`config.mk`:
```
export PLATFORM = sky130hd
export DESIGN_NAME = nand_strobe_seq
export DESIGN_NICKNAME = d
export VERILOG_FILES = /design/src/rtl/nand_seq_pkg.sv /design/src/rtl/nand_seq_ctrl.sv /design/src/rtl/nand_seq_dp.sv /design/src/rtl/nand_strobe_seq.sv
export SDC_FILE = /design/constraint.sdc
export NUM_CORES = 1
export LEC_CHECK = 0
export BUFFER_PORTS_ARGS = -buffer_cell sky130_fd_sc_hd__clkbuf_2
export CORE_MARGIN = 2
export CORE_UTILIZATION = 30
export CTS_CLUSTER_SIZE = 8
export DETAILED_ROUTE_END_ITERATION = 10
export PLACE_DENSITY_LB_ADDON = 0.05
export SLEW_MARGIN = 25
export SYNTH_ARGS = -nofsm -noshare
export SYNTH_HDL_FRONTEND = slang
export SYNTH_SLANG_ARGS = --single-unit
export TNS_END_PERCENT = 50
```
`constraint.sdc`:
```
create_clock -name clk -period 5.05 [get_ports clk]
set_input_delay 0.505 -clock clk [delete_from_list [all_inputs] [get_ports clk]]
set_output_delay 0.505 -clock clk [all_outputs]
set_load 0.1 [all_outputs]
```
`src/rtl/nand_seq_pkg.sv`:
```
package nand_seq_pkg;

  localparam logic [1:0] KIND_CMD   = 2'd0;
  localparam logic [1:0] KIND_ADDR  = 2'd1;
  localparam logic [1:0] KIND_WDATA = 2'd2;
  localparam logic [1:0] KIND_RDATA = 2'd3;

  typedef enum logic [2:0] {
    PH_IDLE   = 3'd0,
    PH_GAP    = 3'd1,
    PH_HIZ    = 3'd2,
    PH_SETUP  = 3'd3,
    PH_STROBE = 3'd4,
    PH_HOLD   = 3'd5
  } phase_e;

  // control-to-datapath strobes for one cycle
  typedef struct packed {
    logic ceOn;
    logic cleOn;
    logic aleOn;
    logic weOn;
    logic reOn;
    logic drive;
    logic take;
  } strobe_t;

endpackage

```
`src/rtl/nand_seq_ctrl.sv`:
```
module nand_seq_ctrl
  import nand_seq_pkg::*;
#(
  parameter int CNT_W = 8
) (
  input  logic             clk,
  input  logic             rst,
  input  logic             reqValid,
  input  logic [1:0]       reqKind,
  output logic             reqReady,
  input  logic             rbReady,
  input  logic [CNT_W-1:0] cfgHiz,
  input  logic [CNT_W-1:0] cfgSetup,
  input  logic [CNT_W-1:0] cfgStrobe,
  input  logic [CNT_W-1:0] cfgHold,
  input  logic [CNT_W-1:0] cfgCleRe,
  input  logic [CNT_W-1:0] cfgAleRe,
  input  logic             cfgWaitEn,
  output strobe_t          st
);

  localparam logic [CNT_W-1:0] CNT_ONE = CNT_W'(1);
  localparam logic [CNT_W-1:0] CNT_MAX = '1;

  phase_e           state, nxt, afterPre, afterStrobe;
  logic [CNT_W-1:0] cnt, nxtLen, strobeLen;
  logic [CNT_W-1:0] cleGap, aleGap;
  logic [1:0]       kindQ;
  logic             accept, gapsMet;

  assign reqReady = (state == PH_IDLE) && (!cfgWaitEn || rbReady);
  assign accept   = reqValid && reqReady;

  always_comb begin
    strobeLen   = (cfgStrobe == '0) ? CNT_ONE : cfgStrobe;
    afterPre    = (cfgSetup != '0) ? PH_SETUP : PH_STROBE;
    afterStrobe = (cfgHold != '0) ? PH_HOLD : PH_IDLE;
    gapsMet     = (cleGap >= cfgCleRe) && (aleGap >= cfgAleRe);
    nxt = state;
    unique case (state)
      PH_IDLE: begin
        if (accept) begin
          if (reqKind == KIND_RDATA)  nxt = PH_GAP;
          else if (cfgHiz != '0)      nxt = PH_HIZ;
          else                        nxt = afterPre;
        end
      end
      PH_GAP:    if (gapsMet)    nxt = afterPre;
      PH_HIZ:    if (cnt == '0)  nxt = afterPre;
      PH_SETUP:  if (cnt == '0)  nxt = PH_STROBE;
      PH_STROBE: if (cnt == '0)  nxt = afterStrobe;
      PH_HOLD:   if (cnt == '0)  nxt = PH_IDLE;
      default:                   nxt = PH_IDLE;
    endcase
    case (nxt)
      PH_HIZ:    nxtLen = cfgHiz;
      PH_SETUP:  nxtLen = cfgSetup;
      PH_STROBE: nxtLen = strobeLen;
      PH_HOLD:   nxtLen = cfgHold;
      default:   nxtLen = CNT_ONE;
    endcase
  end

  always_ff @(posedge clk) begin
    if (rst) begin
      state <= PH_IDLE;
      cnt   <= '0;
      kindQ <= KIND_CMD;
    end else begin
      state <= nxt;
      if (nxt != state)    cnt <= nxtLen - CNT_ONE;
      else if (cnt != '0)  cnt <= cnt - CNT_ONE;
      if (accept)          kindQ <= reqKind;
    end
  end

  // strobe decode from the registered phase
  always_comb begin
    st.ceOn  = (state != PH_IDLE);
    st.cleOn = st.ceOn && (kindQ == KIND_CMD);
    st.aleOn = st.ceOn && (kindQ == KIND_ADDR);
    st.weOn  = (state == PH_STROBE) && (kindQ != KIND_RDATA);
    st.reOn  = (state == PH_STROBE) && (kindQ == KIND_RDATA);
    st.drive = st.ceOn && (kindQ != KIND_RDATA) && (state != PH_HIZ);
    st.take  = accept;
  end

  // cycles since each latch was last high, saturating
  always_ff @(posedge clk) begin
    if (rst) begin
      cleGap <= CNT_MAX;
      aleGap <= CNT_MAX;
    end else begin
      if (st.cleOn)              cleGap <= '0;
      else if (cleGap != CNT_MAX) cleGap <= cleGap + CNT_ONE;
      if (st.aleOn)              aleGap <= '0;
      else if (aleGap != CNT_MAX) aleGap <= aleGap + CNT_ONE;
    end
  end

endmodule

```
`src/rtl/nand_seq_dp.sv`:
```
module nand_seq_dp
  import nand_seq_pkg::*;
#(
  parameter int DATA_W = 8,
  parameter int SYNC_N = 2
) (
  input  logic              clk,
  input  logic              rst,
  input  strobe_t           st,
  input  logic [DATA_W-1:0] reqByte,
  input  logic [DATA_W-1:0] ioIn,
  input  logic              rbN,
  output logic              rbReady,
  output logic              nandCeN,
  output logic              nandCle,
  output logic              nandAle,
  output logic              nandWeN,
  output logic              nandReN,
  output logic [DATA_W-1:0] ioOut,
  output logic              ioOe,
  output logic              rdValid,
  output logic [DATA_W-1:0] rdByte
);

  logic [SYNC_N-1:0] rbSync;

  always_ff @(posedge clk) begin
    if (rst) rbSync <= '1;
    else     rbSync <= {rbSync[SYNC_N-2:0], rbN};
  end
  assign rbReady = rbSync[SYNC_N-1];

  // registered pins: one cycle behind the control phase
  always_ff @(posedge clk) begin
    if (rst) begin
      nandCeN <= 1'b1;
      nandCle <= 1'b0;
      nandAle <= 1'b0;
      nandWeN <= 1'b1;
      nandReN <= 1'b1;
      ioOe    <= 1'b0;
    end else begin
      nandCeN <= !st.ceOn;
      nandCle <= st.cleOn;
      nandAle <= st.aleOn;
      nandWeN <= !st.weOn;
      nandReN <= !st.reOn;
      ioOe    <= st.drive;
    end
  end

  always_ff @(posedge clk) begin
    if (rst)          ioOut <= '0;
    else if (st.take) ioOut <= reqByte;
  end

  // capture on the edge that releases the read strobe
  always_ff @(posedge clk) begin
    if (rst) begin
      rdValid <= 1'b0;
      rdByte  <= '0;
    end else begin
      rdValid <= !nandReN && !st.reOn;
      if (!nandReN && !st.reOn) rdByte <= ioIn;
    end
  end

endmodule

```
`src/rtl/nand_strobe_seq.sv`:
```
module nand_strobe_seq
  import nand_seq_pkg::*;
#(
  parameter int DATA_W = 8,
  parameter int CNT_W  = 8
) (
  input  logic              clk,
  input  logic              rst,
  input  logic              reqValid,
  output logic              reqReady,
  input  logic [1:0]        reqKind,
  input  logic [DATA_W-1:0] reqByte,
  output logic              rdValid,
  output logic [DATA_W-1:0] rdByte,
  input  logic [CNT_W-1:0]  cfgHiz,
  input  logic [CNT_W-1:0]  cfgSetup,
  input  logic [CNT_W-1:0]  cfgStrobe,
  input  logic [CNT_W-1:0]  cfgHold,
  input  logic [CNT_W-1:0]  cfgCleRe,
  input  logic [CNT_W-1:0]  cfgAleRe,
  input  logic              cfgWaitEn,
  input  logic              rbN,
  output logic              nandCeN,
  output logic              nandCle,
  output logic              nandAle,
  output logic              nandWeN,
  output logic              nandReN,
  output logic [DATA_W-1:0] ioOut,
  output logic              ioOe,
  input  logic [DATA_W-1:0] ioIn
);

  strobe_t st;
  logic    rbReady;

  nand_seq_ctrl #(.CNT_W(CNT_W)) u_ctrl (
    .clk(clk), .rst(rst), .reqValid(reqValid), .reqKind(reqKind),
    .reqReady(reqReady), .rbReady(rbReady),
    .cfgHiz(cfgHiz), .cfgSetup(cfgSetup), .cfgStrobe(cfgStrobe),
    .cfgHold(cfgHold), .cfgCleRe(cfgCleRe), .cfgAleRe(cfgAleRe),
    .cfgWaitEn(cfgWaitEn), .st(st)
  );

  nand_seq_dp #(.DATA_W(DATA_W), .SYNC_N(2)) u_dp (
    .clk(clk), .rst(rst), .st(st), .reqByte(reqByte), .ioIn(ioIn),
    .rbN(rbN), .rbReady(rbReady),
    .nandCeN(nandCeN), .nandCle(nandCle), .nandAle(nandAle),
    .nandWeN(nandWeN), .nandReN(nandReN),
    .ioOut(ioOut), .ioOe(ioOe), .rdValid(rdValid), .rdByte(rdByte)
  );

endmodule

```
==> flow_metrics.py, run 1 <==
metrics = {
    "drt": {
        "wirelength_mm": 8.34,
        "avgViaCountPerCell": 5.05,
        "drtPass1Iterations": 4,
        "dr.first_iter.drc_count": 77,
        "vias": 2978,
        "wl_per_cell_um": 14.1,
        "ant_nets": 0,
        "drc_errors": 0,
    },
    "sta": {
        "rsz0062_at_grt": "false",
        "min_period_ns": 3.95,
        "hold_violations": 0,
        "worstMarginPinSlew_ns": 0.969,
        "slew_headroom": 0.354,
        "finalMaxSlewViolations": 0,
        "finalSetupViolCount": 0,
        "skew_ns": 0.0147,
        "tns_ns": 0,
        "period_share": 0.782,
        "fmax_mhz": 253,
    },
    "clocking": {
        "cts.clk_slew.worst_paths_ns": 0.11,
        "cts_resized": 0,
        "ctsHoldBuffers": 0,
        "clk_path_buf_depth": 2,
        "cts_buffers": 5,
        "htreeDepth": 2,
        "cts.sinks": 54,
        "cts_tree": "done",
        "cts_root_buf": "clkbuf_8",
        "worstSkewPairLatency_ns": 0.31,
        "post-cts-setup-buffers": 0,
    },
    "layout": {
        "design_area_sq_um": 3880,
        "layout-drive-gt1-share": 0.260,
        "antenna_cells": 0,
        "fin_cells": 590,
        "final_nets": 543,
        "multiInputGateArea_sq_um": 1970,
        "regArea_sq_um": 1080,
        "fin_util": 0.376,
        "fillCellCount": 1096,
        "area_delta_synth_final_pct": 21.8,
    },
    "yosys": {
        "netlist_area_sq_um": 3190,
        "synth_top_area_frac": 0.339,
        "synth_common_cells": "dfxtp_1 (54), nor2_1 (34), mux2i_1 (31)",
        "yosys-top-cells-area": "dfxtp_1 (34%), mux2i_1 (9.7%), ha_1 (7.5%)",
        "synth-main-ff-cell": "dfxtp_1",
        "ys_seq_area_frac": 0.339,
        "synthArstFlopShare": 0,
        "synth-seq-cells": 54,
        "yosysMostFrequentCell": "dfxtp_1",
        "yosysWarnings": 0,
        "synth_top_area_cell": "dfxtp_1",
        "syn_nets": 453,
        "synth_edf_count": 0,
        "synth_area_per_cell_sq_um": 8.78,
        "synthCells": 363,
        "synth_cell_types": 60,
    },
    "global_routing": {
        "gr-total-overflow": 0,
        "grt_antenna_before_repair": 0,
        "grt_max_degree": 47,
        "grt_pass1_vias": 2886,
        "grt_usage": 0.146,
        "grt_pass1_wl_mm": 13.5,
    },
    "job": {
        "max_cap_violations": 0,
    },
    "place": {
        "gp_congestion": 0.773,
        "place_area_sq_um": 3780,
        "dp_cells": 582,
        "portBuffers": 94,
        "dp_hpwl_mm": 6.73,
    },
    "floorplan": {
        "ios": 95,
        "die_height_um": 107,
        "die_w_um": 107,
        "num_rows": 37,
        "initial_utilization": 0.309,
        "fp.coreArea_sq_um": 10300,
        "die_area_sq_um": 11500,
    },
    "run_status": {
        "status": "finished clean",
    },
    "min_path": {
        "hold_class": "in2reg",
    },
    "critical_path": {
        "crit_arrival_ns": 4.19,
        "setup.worst_path.start_class": "register",
        "crit_type": "reg2reg",
        "cp_max_fo": 12,
        "cp.required_ns": 5.29,
        "worst_setup_path_end_kind": "register",
    },
    "pwr": {
        "power.density_nw_per_um2": 594,
        "p_leak_nw": 1.82,
        "irDropWorstVdd_uv": 214,
    },
}
critical path, cell delays in order (launching register included):
cell      delay, ns
dfxtp_1        0.42
nor3_2         0.41
nand3_1        0.60
a21oi_1        0.50
a211oi_4       0.17
a21oi_1        0.50
a32oi_1        0.24
inv_1          0.10
ha_1           0.18
inv_1          0.08
or4_1          0.52
a21oi_1        0.14
report_power, final:
part	leakage [nW]	internal [mW]	total, mW	switching, mW
Sequential	0.444	0.533	0.638	0.105
Combinational	1.33	0.544	1.41	0.866
Clock	0.0495	0.103	0.256	0.153
state kept, by name, summed over array words and instances (netlist names):
signal         count
u_ctrl.cnt         8
u_ctrl.cleGap      8
u_dp.nandWeN       1
u_dp.rdValid       1
u_ctrl.state       3
u_dp.rdByte        8
u_ctrl.aleGap      8
u_dp.nandAle       1
u_dp.nandReN       1
u_ctrl.kindQ       2
u_dp.nandCeN       1
u_dp.ioOe          1
u_dp.ioOut         8
u_dp.rbSync        2
u_dp.nandCle       1
through the flow:
stage | total power, mW | hold slack (ns) | setup slack, ns
2_1_floorplan | 1.79 | 0.389 | 1.37
3_3_place_gp | 2.06 | 0.394 | 1.03
3_5_place_dp | 2.06 | 0.396 | 0.989
4_1_cts | 2.33 | 0.352 | 1.06
5_1_grt | 2.51 | 0.356 | 0.739
6_report | 2.30 | 0.367 | 1.10
cell type report:
class                           instances  share of cell area
Timing Repair Buffer                   95               0.123
Tap cell                              136              0.0439
Clock inverter                          3             0.00677
Clock buffer                            5              0.0177
Multi-Input combinational cell        274               0.507
Sequential cell                        54               0.279
Inverter                               23              0.0223
kinds of logic (layout without fill, tap and decap cells):
logic type	count (synthesis)	count (layout)	share of synthesized area
AOI/OAI and AO/OA	93	93	0.210
xor gates and xnor gates	8	8	0.0220
adders and majority gates	19	19	0.0746
buffers and inverters	35	126	0.0444
DFF	54	54	0.339
muxes	32	32	0.101
and+or+nand+nor	122	122	0.209
path summary, 6_finish.rpt:
kind	from	to	slack (ns)	cells past startpoint
setup / recovery	u_ctrl.state[0]	u_ctrl.cnt[6]	1.10	11
hold / removal	rbN	u_dp.rbSync[0]	0.37	2
setup reg to reg	u_ctrl.state[0]	u_ctrl.cnt[6]	1.10	11
hold reg to reg	u_dp.rbSync[0]	u_dp.rbSync[1]	0.42	1
routing by layer:
metal	routed length [um]	vias up	share of wire	global-route usage
li1	-	1522	-	-
met1	3790	1409	0.45	0.179
met2	4210	41	0.50	0.258
met3	232	6	0.028	0.0267
met4	102	0	0.012	0.0417
met5	0	-	0	0
cells in the final DEF (no fill, tap or decap), types with 9 or more instances in the layout:
master,synthesis,layout
nor3_1,10,9
clkbuf_2,0,94
nand3_1,14,14
mux2i_1,31,31
a21oi_1,17,17
nor4_1,14,14
ha_1,19,19
inv_1,23,23
nor2_1,34,34
dfxtp_1,54,54
o21ai_0,14,14
a21o_1,13,13
nand2_1,9,9
Power figures use the tool's default switching activity.
==> inputs of run 2 (changes only) <==
Clock period 5.05 ns to 3.9 ns, I/O delays scaled along.
==> run 2 against run 1 <==
- final area is 2.5% higher
- first-iteration DRC count grew 25%
- die area stayed put
- clock power up 50%
- register-to-register slack got worse by 0.79 ns
- critical path depth grew 1
- clock skew shrank 0.0012 ns
- final cell count increased by 1.9%
- largest cell class unchanged
==> flow_metrics.py, run 2 (same netlist as run 1, synthesis figures left out) <==
metrics = {
    "layout": {
        "area_delta_synth_final_pct": 24.9,
        "final_common_cell": "clkbuf_2",
        "final_nets": 554,
        "antenna_cells": 0,
        "layout-drive-gt1-share": 0.275,
        "final_cell_mix": "clkbuf_2 (94), dfxtp_1 (54), nor2_1 (34), mux2i_1 (31), inv_1 (23)",
    },
    "min_path": {
        "hold_class": "in2reg",
        "min_from": "rbN",
        "holdPathEnd": "u_dp.rbSync[0]",
        "whs_path_depth": 2,
    },
    "sta": {
        "finalSetupViolCount": 0,
        "fmax_mhz": 278,
        "hold_violations": 0,
        "rsz0062_at_grt": "false",
        "period_share": 0.921,
        "min_period_ns": 3.59,
        "skew_ns": 0.0135,
        "slew_headroom": 0.367,
        "finalMaxSlewViolations": 0,
        "worstMarginPinSlew_ns": 0.949,
        "fin_ws_ns": 0.308,
        "tns_ns": 0,
    },
    "clocking": {
        "clk_path_buf_depth": 2,
        "ctsHoldBuffers": 0,
        "cts_resized": 0,
        "worstSkewPairLatency_ns": 0.31,
        "cts.clk_slew.worst_paths_ns": 0.11,
        "htreeDepth": 2,
        "cts_root_buf": "clkbuf_8",
        "cts_tree": "done",
        "cts_buffers": 5,
        "cts.sinks": 54,
        "post-cts-setup-buffers": 0,
    },
    "critical_path": {
        "r2r_slack_ns": 0.31,
        "worst_setup_path_end_kind": "register",
        "cp_max_fo": 7,
        "crit_arrival_ns": 3.83,
        "r2r_end": "u_ctrl.cnt[6]",
        "r2r-start": "u_ctrl.cnt[7]",
        "rr_worst_depth": 12,
        "crit_type": "reg2reg",
        "setup.worst_path.start_class": "register",
        "critPathLaunch": "u_ctrl.cnt[7]",
        "cp.required_ns": 4.14,
    },
    "place": {
        "dp_hpwl_mm": 6.81,
        "dp_slack_ns": 0.211,
        "portBuffers": 94,
        "gp_congestion": 0.770,
    },
    "floorplan": {
        "die_area_sq_um": 11500,
        "num_rows": 37,
        "ios": 95,
        "die_height_um": 107,
        "die_w_um": 107,
        "initial_utilization": 0.309,
        "fp.coreArea_sq_um": 10300,
    },
    "drt": {
        "drtPass1Iterations": 4,
        "drc_errors": 0,
        "vias": 3001,
        "dr.first_iter.drc_count": 96,
        "avgViaCountPerCell": 4.99,
        "wl_per_cell_um": 14.1,
        "ant_nets": 0,
        "wirelength_mm": 8.45,
    },
    "pwr": {
        "total_power_mw": 3.12,
        "power.density_nw_per_um2": 785,
        "irDropWorstVdd_uv": 323,
        "p_leak_nw": 1.89,
    },
    "global_routing": {
        "grt_antenna_before_repair": 0,
        "gr-total-overflow": 0,
        "grt_usage": 0.152,
        "grt_max_degree": 47,
        "grt_pass1_wl_mm": 14.2,
        "grt_pass1_vias": 2960,
    },
    "job": {
        "max_cap_violations": 0,
    },
    "run_status": {
        "status": "finished clean",
    },
}
[run 2: changes by cell type in the layout (fill, tap and decap cells not counted)]
cell | before | now
inv_6 | 3 | 1
nor3_1 | 9 | 10
nor3_2 | 2 | 1
buf_4 | 1 | 12
clkinv_4 | 0 | 1
bufinv_16 | 0 | 1
[run 2: stage by stage]
step                      hold slack (ns)   util  cell area, sq um  cells
after global placement              0.392  0.374              3860    593
after global routing                0.223  0.385              3980    601
final                               0.254  0.385              3980    601
after detailed placement            0.399  0.374              3860    593
after CTS                           0.241  0.385              3980    601
after floorplan                     0.389      -              3190    363
[run 2: power breakdown]
group          internal (mW)  switching, mW
Clock                  0.195          0.190
Combinational          0.772           1.14
Sequential             0.690          0.135
Total                   1.66           1.46
[run 2: worst max-delay path, stage by stage, from the launching register on]
cell and delay (ns):
dfxtp_1 0.32, or4_4 0.56, nor3_4 0.22, mux2i_1 0.31, o2111ai_2 0.18, nor2_2 0.37, mux2i_1 0.31, o22ai_1 0.14
a22oi_1 0.17, ha_1 0.21, inv_1 0.08, or4_1 0.51, a21oi_1 0.14
[run 2: how the worst max path moves through the flow]
stage / to / slack [ns] / cells past startpoint
5_1_grt: u_ctrl.cnt[6] / 0.12 / 12
6_report: u_ctrl.cnt[6] / 0.31 / 12
3_3_place_gp: u_ctrl.cnt[6] / 0.19 / 13
2_1_floorplan: u_ctrl.cnt[6] / 0.22 / 14
3_5_place_dp: u_ctrl.cnt[6] / 0.21 / 13
4_1_cts: u_ctrl.cnt[6] / 0.31 / 12
[run 2: area by class of cell]
type,instances,area [sq um]
clock buffers,5,68.8
clock inverters,3,47.5
fillers,1096,6350
inverters,23,86.3
multi-input cells,274,1960
flip-flops and latches,54,1080
well taps,136,170
repair buffers,106,561
[run 2: per-layer routing]
layer	vias up	GRT usage	share of wire	routed length, um
li1	1551	-	-	-
met3	7	0.0292	0.032	272
met4	0	0.0408	0.012	100
met5	-	0	0	0
met2	47	0.260	0.49	4180
met1	1396	0.195	0.46	3900
